### config.mk
export PLATFORM = sky130hd
export DESIGN_NAME = smb_host_seq
export DESIGN_NICKNAME = d
export VERILOG_FILES = /design/src/rtl/smb_seq_pkg.sv /design/src/rtl/smb_seq_decode.sv /design/src/rtl/smb_seq_txsel.sv /design/src/rtl/smb_seq_rxbuf.sv /design/src/rtl/smb_host_seq.sv
export SDC_FILE = /design/constraint.sdc
export NUM_CORES = 1
export LEC_CHECK = 0
export BUFFER_PORTS_ARGS = -buffer_cell sky130_fd_sc_hd__buf_2
export CAP_MARGIN = 40
export CORE_MARGIN = 2
export CORE_UTILIZATION = 40
export DETAILED_ROUTE_END_ITERATION = 16
export HOLD_SLACK_MARGIN = 0.06
export PLACE_DENSITY_LB_ADDON = 0.12
export RECOVER_POWER = 100
export SYNTH_ARGS = -nofsm -noshare
export SYNTH_HDL_FRONTEND = slang
export SYNTH_SLANG_ARGS = --single-unit
### constraint.sdc
create_clock -name clk -period 2.9 [get_ports clk]
set_input_delay 0.145 -clock clk [delete_from_list [all_inputs] [get_ports clk]]
set_output_delay 0.145 -clock clk [all_outputs]
set_load 0.02 [all_outputs]
### src/rtl/smb_seq_pkg.sv
package smb_seq_pkg;

  typedef enum logic [2:0] {
    OP_START  = 3'd0,
    OP_RSTART = 3'd1,
    OP_WR     = 3'd2,
    OP_RD     = 3'd3,
    OP_STOP   = 3'd4
  } lk_op_e;

  typedef enum logic [3:0] {
    T_QUICK = 4'd0, T_SEND = 4'd1, T_RECV = 4'd2, T_WRB = 4'd3,
    T_RDB   = 4'd4, T_WRW  = 4'd5, T_RDW  = 4'd6, T_PCALL = 4'd7,
    T_BWR   = 4'd8, T_BRD  = 4'd9, T_BPC  = 4'd10
  } txn_e;

  typedef enum logic [3:0] {
    P_IDLE, P_START, P_ADDR, P_CMD, P_WCNT, P_WDAT,
    P_RSTART, P_RADDR, P_RCNT, P_RDAT, P_FLUSH, P_STOP
  } phase_e;

  // Shape of one transaction type.
  typedef struct packed {
    logic       quick;     // address only, data in the direction bit
    logic       wr_first;  // first address byte carries the write bit
    logic       has_cmd;
    logic       wr_blk;    // count byte plus block of write data
    logic [1:0] wr_n;      // fixed number of write data bytes
    logic       rd;
    logic       rd_blk;    // count-prefixed read
    logic [1:0] rd_n;      // fixed number of read bytes
  } prof_t;

  function automatic prof_t txn_profile(logic [3:0] t);
    prof_t p;
    p = '{quick: 1'b0, wr_first: 1'b1, has_cmd: 1'b1, wr_blk: 1'b0,
          wr_n: 2'd0, rd: 1'b0, rd_blk: 1'b0, rd_n: 2'd0};
    case (t)
      T_SEND:  ;
      T_RECV:  begin p.wr_first = 1'b0; p.has_cmd = 1'b0; p.rd = 1'b1; p.rd_n = 2'd1; end
      T_WRB:   p.wr_n = 2'd1;
      T_RDB:   begin p.rd = 1'b1; p.rd_n = 2'd1; end
      T_WRW:   p.wr_n = 2'd2;
      T_RDW:   begin p.rd = 1'b1; p.rd_n = 2'd2; end
      T_PCALL: begin p.wr_n = 2'd2; p.rd = 1'b1; p.rd_n = 2'd2; end
      T_BWR:   p.wr_blk = 1'b1;
      T_BRD:   begin p.rd = 1'b1; p.rd_blk = 1'b1; end
      T_BPC:   begin p.wr_blk = 1'b1; p.rd = 1'b1; p.rd_blk = 1'b1; end
      default: begin p.quick = 1'b1; p.has_cmd = 1'b0; end
    endcase
    return p;
  endfunction

  function automatic logic count_ok(logic [7:0] c, int unsigned lim);
    return (c != 8'd0) && (int'(c) <= int'(lim));
  endfunction

  function automatic logic [2:0] op_of(phase_e ph);
    case (ph)
      P_START:  return OP_START;
      P_RSTART: return OP_RSTART;
      P_ADDR, P_CMD, P_WCNT, P_WDAT, P_RADDR: return OP_WR;
      P_RCNT, P_RDAT, P_FLUSH: return OP_RD;
      default:  return OP_STOP;
    endcase
  endfunction

endpackage

### src/rtl/smb_seq_decode.sv
module smb_seq_decode
  import smb_seq_pkg::*;
(
  input  logic [3:0] txn,
  output prof_t      prof
);
  assign prof = txn_profile(txn);
endmodule

### src/rtl/smb_seq_txsel.sv
module smb_seq_txsel
  import smb_seq_pkg::*;
#(
  parameter int MAX_BLK = 32,
  localparam int CW = $clog2(MAX_BLK + 1)
) (
  input  phase_e              ph,
  input  logic [6:0]          addr,
  input  logic                dir_bit,
  input  logic [7:0]          cmd,
  input  logic [CW-1:0]       wcount,
  input  logic [MAX_BLK*8-1:0] wdata,
  input  logic [CW-1:0]       widx,
  output logic [7:0]          wbyte
);
  always_comb begin
    case (ph)
      P_ADDR:  wbyte = {addr, dir_bit};
      P_RADDR: wbyte = {addr, 1'b1};
      P_CMD:   wbyte = cmd;
      P_WCNT:  wbyte = 8'(wcount);
      P_WDAT:  wbyte = wdata[widx*8 +: 8];
      default: wbyte = 8'h00;
    endcase
  end
endmodule

### src/rtl/smb_seq_rxbuf.sv
module smb_seq_rxbuf #(
  parameter int MAX_BLK = 32,
  localparam int CW = $clog2(MAX_BLK + 1)
) (
  input  logic                 clk,
  input  logic                 rst_n,
  input  logic                 we,
  input  logic [CW-1:0]        idx,
  input  logic [7:0]           din,
  output logic [MAX_BLK*8-1:0] rdata
);
  for (genvar s = 0; s < MAX_BLK; s++) begin : g_slot
    logic [7:0] slot_q;
    always_ff @(posedge clk or negedge rst_n) begin
      if (!rst_n)                        slot_q <= 8'h00;
      else if (we && idx == CW'(s))      slot_q <= din;
    end
    assign rdata[s*8 +: 8] = slot_q;
  end
endmodule

### src/rtl/smb_host_seq.sv
module smb_host_seq
  import smb_seq_pkg::*;
#(
  parameter int MAX_BLK = 32,
  localparam int CW = $clog2(MAX_BLK + 1),
  localparam int BW = $clog2(MAX_BLK + 5)
) (
  input  logic                 clk,
  input  logic                 rst_n,
  input  logic                 start,
  input  logic [3:0]           txn_type,
  input  logic [6:0]           addr,
  input  logic [7:0]           cmd,
  input  logic [MAX_BLK*8-1:0] wdata,
  input  logic [CW-1:0]        wcount,
  output logic                 busy,
  output logic                 done,
  output logic                 err_nack,
  output logic                 err_badcnt,
  output logic [BW-1:0]        err_idx,
  output logic [MAX_BLK*8-1:0] rdata,
  output logic [CW-1:0]        rcount,
  output logic                 lk_req,
  output logic [2:0]           lk_op,
  output logic [7:0]           lk_wbyte,
  output logic                 lk_rd_ack,
  input  logic                 lk_done,
  input  logic                 lk_nack,
  input  logic [7:0]           lk_rbyte
);
  phase_e               ph, nx;
  logic [3:0]           t_q;
  logic [6:0]           a_q;
  logic [7:0]           c_q;
  logic [MAX_BLK*8-1:0] wd_q;
  logic [CW-1:0]        wc_q, widx, ridx, rtot;
  logic [BW-1:0]        bidx;
  prof_t                prof;

  // Named internal events, also observed by the checker.
  logic op_fin, is_wr_op, wr_nack, cnt_bad, last_rd, last_wr, accept;
  logic [CW-1:0] wr_tot;
  int unsigned   rd_lim;
  phase_e        post_wr;

  smb_seq_decode u_dec (.txn(t_q), .prof(prof));

  assign accept   = start && (ph == P_IDLE);
  assign op_fin   = lk_req && lk_done;
  assign is_wr_op = (ph == P_ADDR) || (ph == P_CMD) || (ph == P_WCNT) ||
                    (ph == P_WDAT) || (ph == P_RADDR);
  assign wr_nack  = op_fin && is_wr_op && lk_nack;
  assign rd_lim   = (t_q == T_BPC) ? MAX_BLK - 1 : MAX_BLK;
  assign cnt_bad  = op_fin && (ph == P_RCNT) && !count_ok(lk_rbyte, rd_lim);
  assign wr_tot   = prof.wr_blk ? wc_q : CW'(prof.wr_n);
  assign last_wr  = (widx == wr_tot - CW'(1));
  assign last_rd  = (ridx == rtot - CW'(1));
  assign post_wr  = prof.rd ? P_RSTART : P_STOP;

  always_comb begin
    nx = ph;
    if (ph == P_IDLE) begin
      if (start) nx = P_START;
    end else if (ph == P_STOP) begin
      if (lk_done) nx = P_IDLE;
    end else if (lk_done) begin
      if (is_wr_op && lk_nack) nx = P_STOP;
      else begin
        case (ph)
          P_START:  nx = P_ADDR;
          P_ADDR: begin
            if (prof.quick)          nx = P_STOP;
            else if (!prof.wr_first) nx = prof.rd_blk ? P_RCNT : P_RDAT;
            else if (prof.has_cmd)   nx = P_CMD;
            else                     nx = P_STOP;
          end
          P_CMD:    nx = prof.wr_blk ? P_WCNT : ((wr_tot != '0) ? P_WDAT : post_wr);
          P_WCNT:   nx = (wr_tot != '0) ? P_WDAT : post_wr;
          P_WDAT:   nx = last_wr ? post_wr : P_WDAT;
          P_RSTART: nx = P_RADDR;
          P_RADDR:  nx = prof.rd_blk ? P_RCNT : P_RDAT;
          P_RCNT:   nx = count_ok(lk_rbyte, rd_lim) ? P_RDAT : P_FLUSH;
          P_RDAT:   nx = last_rd ? P_STOP : P_RDAT;
          default:  nx = P_STOP;
        endcase
      end
    end
  end

  always_ff @(posedge clk or negedge rst_n) begin
    if (!rst_n) begin
      ph <= P_IDLE; t_q <= '0; a_q <= '0; c_q <= '0; wd_q <= '0; wc_q <= '0;
      widx <= '0; ridx <= '0; rtot <= '0; bidx <= '0;
      err_nack <= 1'b0; err_badcnt <= 1'b0; err_idx <= '0; done <= 1'b0;
    end else begin
      ph   <= nx;
      done <= op_fin && (ph == P_STOP);
      if (accept) begin
        t_q <= txn_type; a_q <= addr; c_q <= cmd; wd_q <= wdata; wc_q <= wcount;
        widx <= '0; ridx <= '0; bidx <= '0;
        rtot <= CW'(txn_profile(txn_type).rd_n);
        err_nack <= 1'b0; err_badcnt <= 1'b0; err_idx <= '0;
      end else if (op_fin) begin
        if (is_wr_op)      bidx <= bidx + BW'(1);
        if (ph == P_WDAT)  widx <= widx + CW'(1);
        if (ph == P_RDAT)  ridx <= ridx + CW'(1);
        if (ph == P_RCNT && !cnt_bad) rtot <= lk_rbyte[CW-1:0];
        if (wr_nack) begin err_nack <= 1'b1; err_idx <= bidx; end
        if (cnt_bad) err_badcnt <= 1'b1;
      end
    end
  end

  smb_seq_txsel #(.MAX_BLK(MAX_BLK)) u_tx (
    .ph(ph), .addr(a_q), .dir_bit(prof.quick ? wd_q[0] : !prof.wr_first),
    .cmd(c_q), .wcount(wc_q), .wdata(wd_q), .widx(widx), .wbyte(lk_wbyte)
  );

  smb_seq_rxbuf #(.MAX_BLK(MAX_BLK)) u_rx (
    .clk(clk), .rst_n(rst_n), .we(op_fin && ph == P_RDAT),
    .idx(ridx), .din(lk_rbyte), .rdata(rdata)
  );

  assign busy      = (ph != P_IDLE);
  assign lk_req    = (ph != P_IDLE);
  assign lk_op     = op_of(ph);
  assign lk_rd_ack = (ph == P_RCNT) || (ph == P_RDAT && !last_rd);
  assign rcount    = rtot;
endmodule

* After elaboration in Yosys (flattened, before gate mapping)
Memories as Yosys holds them, arrays and structs flattened.
Index checks and enable logic that the tools add are counted.
** Storage, ports and cells
- Bits in read-only memories :: 48
- Output and inout bits :: 285
- Input port bits :: 294
- Register bits after elaboration :: 574
- Memories :: 1
- Word-level logic and storage cells :: 240
** Memories
- (no name shown) :: depth 16, width 3, rd ports 1, clocked after Yosys merged registers in 0, wr ports 0, RTL line smb_seq_pkg.sv:59 : case (ph)
** Cells by class
- Reduce and logical (&&, ||, !) cells :: 80
- $add $sub $neg :: 5
- Mux-type cells :: 48
- Order comparisons :: 1
- Shift operators :: 1
- Equality and inequality tests :: 58
** Operators with widths (number)
- $shiftx A256 B10 Y8 :: 1
- $mux W6 :: 17
- $eq A6 B5 Y1 const B :: 16
- $mux W4 :: 13
- $eq A6 B4 Y1 const B :: 8
- $eq A4 B3 Y1 const B :: 11
- $logic_and A1 B1 Y1 :: 44
- $pmux W8 S5 :: 1
- $pmux W4 S9 :: 1
- $eq A4 B4 Y1 const B :: 6
- $eq A6 B3 Y1 const B :: 4
- $eq A4 B2 Y1 const B :: 5
- $add A6 B1 Y6 const B :: 3
- $reduce_bool A2 Y1 :: 8
- $reduce_and A2 Y1 :: 7
- $eq A6 B2 Y1 const B :: 2
- $eq A6 B6 Y1 :: 2
- $mux W1 :: 12
- $sub A6 B1 Y6 const B :: 2
- $reduce_or A10 Y1 :: 1
- $reduce_or A2 Y1 :: 5
- $reduce_or A9 Y1 :: 1
- $eq A4 B1 Y1 const B :: 2
- $le A8 B6 Y1 :: 1
- 12 further kinds :: 20

* Longest topological paths before layout
- Word-level depth :: 12
- Depth in mapped cells :: 11
- Depth with buffers taken out :: 10

* Hierarchy
Synthesis repeated with hierarchy kept, for this count alone.
** Second synthesis, totals
- Cells, all modules :: 2369
- Area total of the unflattened synthesis :: 25663.4 µm²
** Modules (own cells, without submodules)
- smb_host_seq :: area an instance 13201.4 µm², cells each 1516, times used 1, sequential area each 7957.6 µm²
- smb_seq_rxbuf :: area an instance 9913.3 µm², cells each 591, times used 1, sequential area each 6406.1 µm²
- smb_seq_txsel :: area an instance 2396.0 µm², cells each 238, times used 1, sequential area each 0.0 µm²
- smb_seq_decode :: area an instance 152.6 µm², cells each 24, times used 1, sequential area each 0.0 µm²

* Least setup slack after synthesis
OpenSTA, ideal clock, no wires.
- Path kind :: flip-flop to flip-flop
- Start :: register t_q[0]
- End :: register ph[2]
- Arrival :: 2.583 ns
- Library setup time :: 0.126 ns
- Path buffers :: 1
- Stages on the path, launching flop included :: 11
- Clock period less this slack :: 2.709 ns
- Setup slack :: 0.191 ns
- Data required time :: 2.774 ns
- Path through :: dfrtp_1 > buf_2 > and3b_1 > o21ai_1 > ha_1 > nor4bb_1 > o21ai_0 > and3_1 > nor4_4 > nand3_1 > a311o_1
** On the way
- Cells in the longest elaborated chain, start to end :: 12
- Elaborated cells between the ends (all ways) :: 32
- Classes of those cells :: 1 x add/sub; 11 x eq/ne; 15 x mux; 5 x reduce/logical
** RTL lines
- from (decl) :: RTL line smb_host_seq.sv:32 : logic [3:0] t_q;
- from (signal assigned) :: RTL line smb_host_seq.sv:99 : t_q <= txn_type; a_q <= addr; c_q <= cmd; wd_q <= wdata; wc_q <= wcount;
- $eq A4 B3 Y1 / $eq A4 B4 Y1 (equally long branches) :: RTL line smb_seq_pkg.sv:38 : case (t)
- $reduce_or A2 Y1 (no source line)
- $pmux W2 S2 / $mux W1 (equally long branches) :: RTL line smb_seq_pkg.sv:38
- $mux W6 :: RTL line smb_host_seq.sv:55 : assign wr_tot = prof.wr_blk ? wc_q : CW'(prof.wr_n);
- $sub A6 B1 Y6 / $reduce_bool A6 Y1 (equally long branches) :: RTL line smb_host_seq.sv:56, smb_host_seq.sv:77, smb_host_seq.sv:78
- $eq A6 B6 Y1 / $mux W4 (equally long branches) :: RTL line smb_host_seq.sv:56, smb_host_seq.sv:77, smb_host_seq.sv:78
- $mux W4, on equally long branches :: RTL line smb_host_seq.sv:79, smb_host_seq.sv:77
- $pmux W4 S9 * :: RTL line smb_host_seq.sv:69 : case (ph)
- $mux W4 * :: RTL line smb_host_seq.sv:67 : if (is_wr_op && lk_nack) nx = P_STOP;
- $mux W4 * :: RTL line smb_host_seq.sv:66 : end else if (lk_done) begin
- $mux W4 * :: RTL line smb_host_seq.sv:64 : end else if (ph == P_STOP) begin
- $mux W4 * :: RTL line smb_host_seq.sv:62 : if (ph == P_IDLE) begin
- to (signal assigned) :: RTL line smb_host_seq.sv:96 : ph <= nx;
- to (decl) :: RTL line smb_host_seq.sv:31 : phase_e ph, nx;
Every way passes the cells marked *; elsewhere a longest branch is shown, timed or not. The select of a mux whose other input is x is not followed.
A chain may end at the register's enable or synchronous reset.

* Worst setup path after layout
- Start :: register widx[0]
- End :: output port lk_wbyte[6]
** On the way
- Cells in the longest elaborated chain, start to end :: 2
** RTL lines
- from (decl) :: RTL line smb_host_seq.sv:36 : logic [CW-1:0] wc_q, widx, ridx, rtot;
- from (signal assigned) :: RTL line smb_host_seq.sv:105 : if (ph == P_WDAT) widx <= widx + CW'(1);
- $shiftx A256 B10 Y8 :: RTL line smb_seq_txsel.sv:22 : P_WDAT: wbyte = wdata[widx*8 +: 8];
- $pmux W8 S5 :: RTL line smb_seq_txsel.sv:17 : case (ph)
- to (decl) :: RTL line smb_host_seq.sv:25 : output logic [7:0] lk_wbyte,
No other way between the ends.

==> impl_results.md <==
* Global-route wire length before repair at 127600 um
* CTS H-tree lvls at 2
* Drt total wl at 85520 um
* Crit path from: widx[0]
* Mean Syn Cell Area at 10.90 um^2
* CP required at 2.76 ns
* Sequential Power Share at 39.9%
* Violated checks: max-capacitance violations, max-slew violations, negative setup slack
* Type of the tightest min-delay check: input pin to register
* Clock Power Share at 29.2%
* Final min period at 3.236 ns
* Unique masters post-synth at 69
* Most instantiated library cell after synthesis: nand2_1
* FF-to-FF setup slack at -0.18 ns
* R2r endpoint: t_q[1]
* Worst-Skew Late Latency at 0.62 ns
* Initial DRC Count at 1554
* Synth area leader: dfrtp_1
* Combinational share of power at 30.9%
* Core area at 61830 um^2
* Ranking of synthesized cells by area: dfrtp_1 57%, nand2_1 14%, mux2_2 8.9%
* Grt total ovfl at 0
* Status: complete, but fails checks
* Initial Utilization at 40.47%
* Syn-to-layout area delta at 36.51%
* Hold worst-path end: rcount[3]
* Max rail drop VDD at 498.4 uV
* Antenna violations before repair at 6
* RSZ-0062 raised after global routing: yes
* CP max stage delay at 0.52 ns
* Sw Pwr at 0.009829 W
* Peak Freq at 309.0 MHz
* Final Cycle Share at 111.6%
* Worst-case clock buffer depth at 3
* Die Wd at 254.1 um
* Top cells by count, synth: 939 x nand2_1, 574 x dfrtp_1, 198 x mux2_2
* Worst setup SP type: register
* CTS tree: done
* Nets at 3486
* Max Slew Vio Count at 56
* Full die area at 64570 um^2
* Synth Register Bits at 574
* Top_reg_cell synth: dfrtp_1
* Drt pass-1 iters at 5
* Num CTS Buffers at 61
* Critical Path AT at 3.09 ns
* Post-synthesis sequential area ratio at 57.40%
* Setup ws final at -0.3359 ns
* Share of cells above drive strength 1 at 24.38%
* Remaining DRCs at 0
* Sw Share at 33.28%
* Largest net degree at the start of global routing at 189
* I/O Buffers at 578
* Core Rows at 91
* Cell Area, Placed at 29100 um^2
* Max-cap violation count at 1
* Worst-path fanout max at 8
* CP Class: register to primary output
* Int Pwr at 0.01971 W
* WL per Instance at 21.01 um
* Post-DP HPWL at 58940 um
* CP most frequent cell: mux4_2
* Vias per Instance at 5.080
* Cells after synthesis at 2295
* R2r startpoint: ph[1]
* Lkg Pwr at 17.02 nW
* Total Routing Usage GR at 25.99%
* Setup Skew at 0.01331 ns
* # IOs at 579
* Vias in the first global route at 21166
* Syn Nets at 2603
* EDFF count, synth at 0
* DRT antenna net count at 0
* Worst Min Path Start: lk_rbyte[3]
* Vias at 20682
* FFs w/ async S/R, synth at 100.0%
* Synth Warn # at 0
* Cell area after layout at 34160 um^2
* Hold path cells at 4
* Final hold violation count at 0
* Pwr/cell area at 864.6 nW/um^2
* Die Y at 254.1 um
* Cells along the critical path: buf_12 -> mux4_2 -> mux4_2 -> a222oi_1 -> nand2_1 -> buf_6
* Top cell type's share of synthesized area at 57.40%
* Final Setup Violations at 14
* FF-to-FF path depth at 8
* Root buffer cell: clkbuf_16
* Clock transition at path regs at 0.06 ns
* Mapped cell area at 25020 um^2
* Kind of end point of the critical path: primary output
* Worst Max-Slew Pin Slew at 1.583 ns
* Hold_ws at 0.1178 ns
* Gpl congestion at 0.8791
* Slew HR at -5.529%
* Total clock sinks at 574
* Crit-path slowest cell: mux4_2
## power by group through the flow
stage               sequential [W]  clock (W)  combinational, W
CTS                         0.0117    0.00879           0.00926
detailed placement          0.0118          0           0.00851
global placement            0.0118          0           0.00834
floorplan                   0.0117          0           0.00544
finish                      0.0118    0.00862           0.00914
global route                0.0120    0.00913            0.0101
## through the flow
step | cells | power (W) | setup slack (ns) | utilization, % | setup TNS, ns
2_1_floorplan | 2295 | 0.01715 | 0.1910 | - | 0
3_3_place_gp | 3640 | 0.02013 | 0.1199 | 47.07 | 0
3_5_place_dp | 3640 | 0.02035 | 0.01082 | 47.07 | 0
4_1_cts | 4062 | 0.02977 | -0.3971 | 55.87 | -2.692
5_1_grt | 4066 | 0.03123 | -0.4307 | 55.23 | -11.93
6_report | 4071 | 0.02953 | -0.3359 | 55.25 | -2.515
## cells by family (layout without fill, tap and decap cells)
family	after synthesis	in the layout	share of synthesized area [%]
simple gates	1076	1076	17.37
flops	574	574	57.40
mux	312	312	17.53
buf+inv	153	1086	2.575
compound gates	139	139	3.475
xor+xnor	27	27	0.9451
fa+ha+maj	14	14	0.7000
other cells	0	6	0
## sequential cells by signal (all words and copies together), names as in the netlist
name	flops
wc_q	6
a_q	7
err_idx	6
rcount	6
err_badcnt	1
t_q	4
done	1
wd_q	256
bidx	6
widx	6
ridx	6
err_nack	1
c_q	8
u_rx.g_slot.slot_q	256
ph	4
## cells in the final DEF, fill, tap and decap left out, types with 9 or more instances in the layout
master,count
mux4_2,78
clkinv_2,9
dlygate4sd3_1,299
inv_1,16
clkbuf_1,290
xnor2_1,13
nand2_1,936
mux2_1,32
buf_2,292
nor2_1,38
clkbuf_2,10
a21oi_1,32
nor3_1,13
dfrtp_1,570
ha_1,14
clkbuf_16,64
xor2_1,14
clkbuf_8,15
o21ai_0,49
buf_4,46
nand3_1,14
buf_6,13
bufinv_16,11
mux2_2,198
## how the worst max path moves through the flow
stage / endpoint / slack (ns)
final: lk_wbyte[6] / -0.34
after global routing: lk_wbyte[6] / -0.43
after CTS: lk_wbyte[6] / -0.40
after detailed placement: rcount[0] / 0.01
after global placement: rcount[1] / 0.12
after floorplan: ph[2] / 0.19
## repair_timing
item / 4_1_cts / 5_1_grt
setup buffers: 7 / 2
gates resized for setup: 15 / 19
hold endpoints to repair: 697 / 0
gates cloned: 3 / 1
setup endpoints to repair: 9 / 18
hold buffers: 299 / 0
pin swaps: 6 / 5
## routing by layer
layer | vias up | GRT usage, % | share of wire (%)
li1 | 9431 | - | -
met2 | 711 | 44.85 | 50
met3 | 180 | 5.183 | 6.0
met4 | 6 | 8.471 | 3.2
met5 | - | 0 | 0.044
met1 | 10354 | 32.78 | 41
## final cells by class
class | count | area [um^2]
inverters | 17 | 63.81
clock buffers | 87 | 1817
fillers | 5524 | 27670
flip-flops and latches | 574 | 14370
well taps | 837 | 1047
repair buffers | 956 | 6354
multi-input cells | 1568 | 10060
clock inverters | 26 | 425.4
diodes | 6 | 15.01
## worst max-delay path, delay by kind of cell, from the launching register on
kind                   cells  cell delay, ns
muxes                      2            1.02
AOI/OAI and AO/OA          1            0.46
and+or+nand+nor            1            0.22
DFF                        1            0.44
buffers and inverters      2            0.33
No activity file was read; power rests on OpenSTA's default activity.
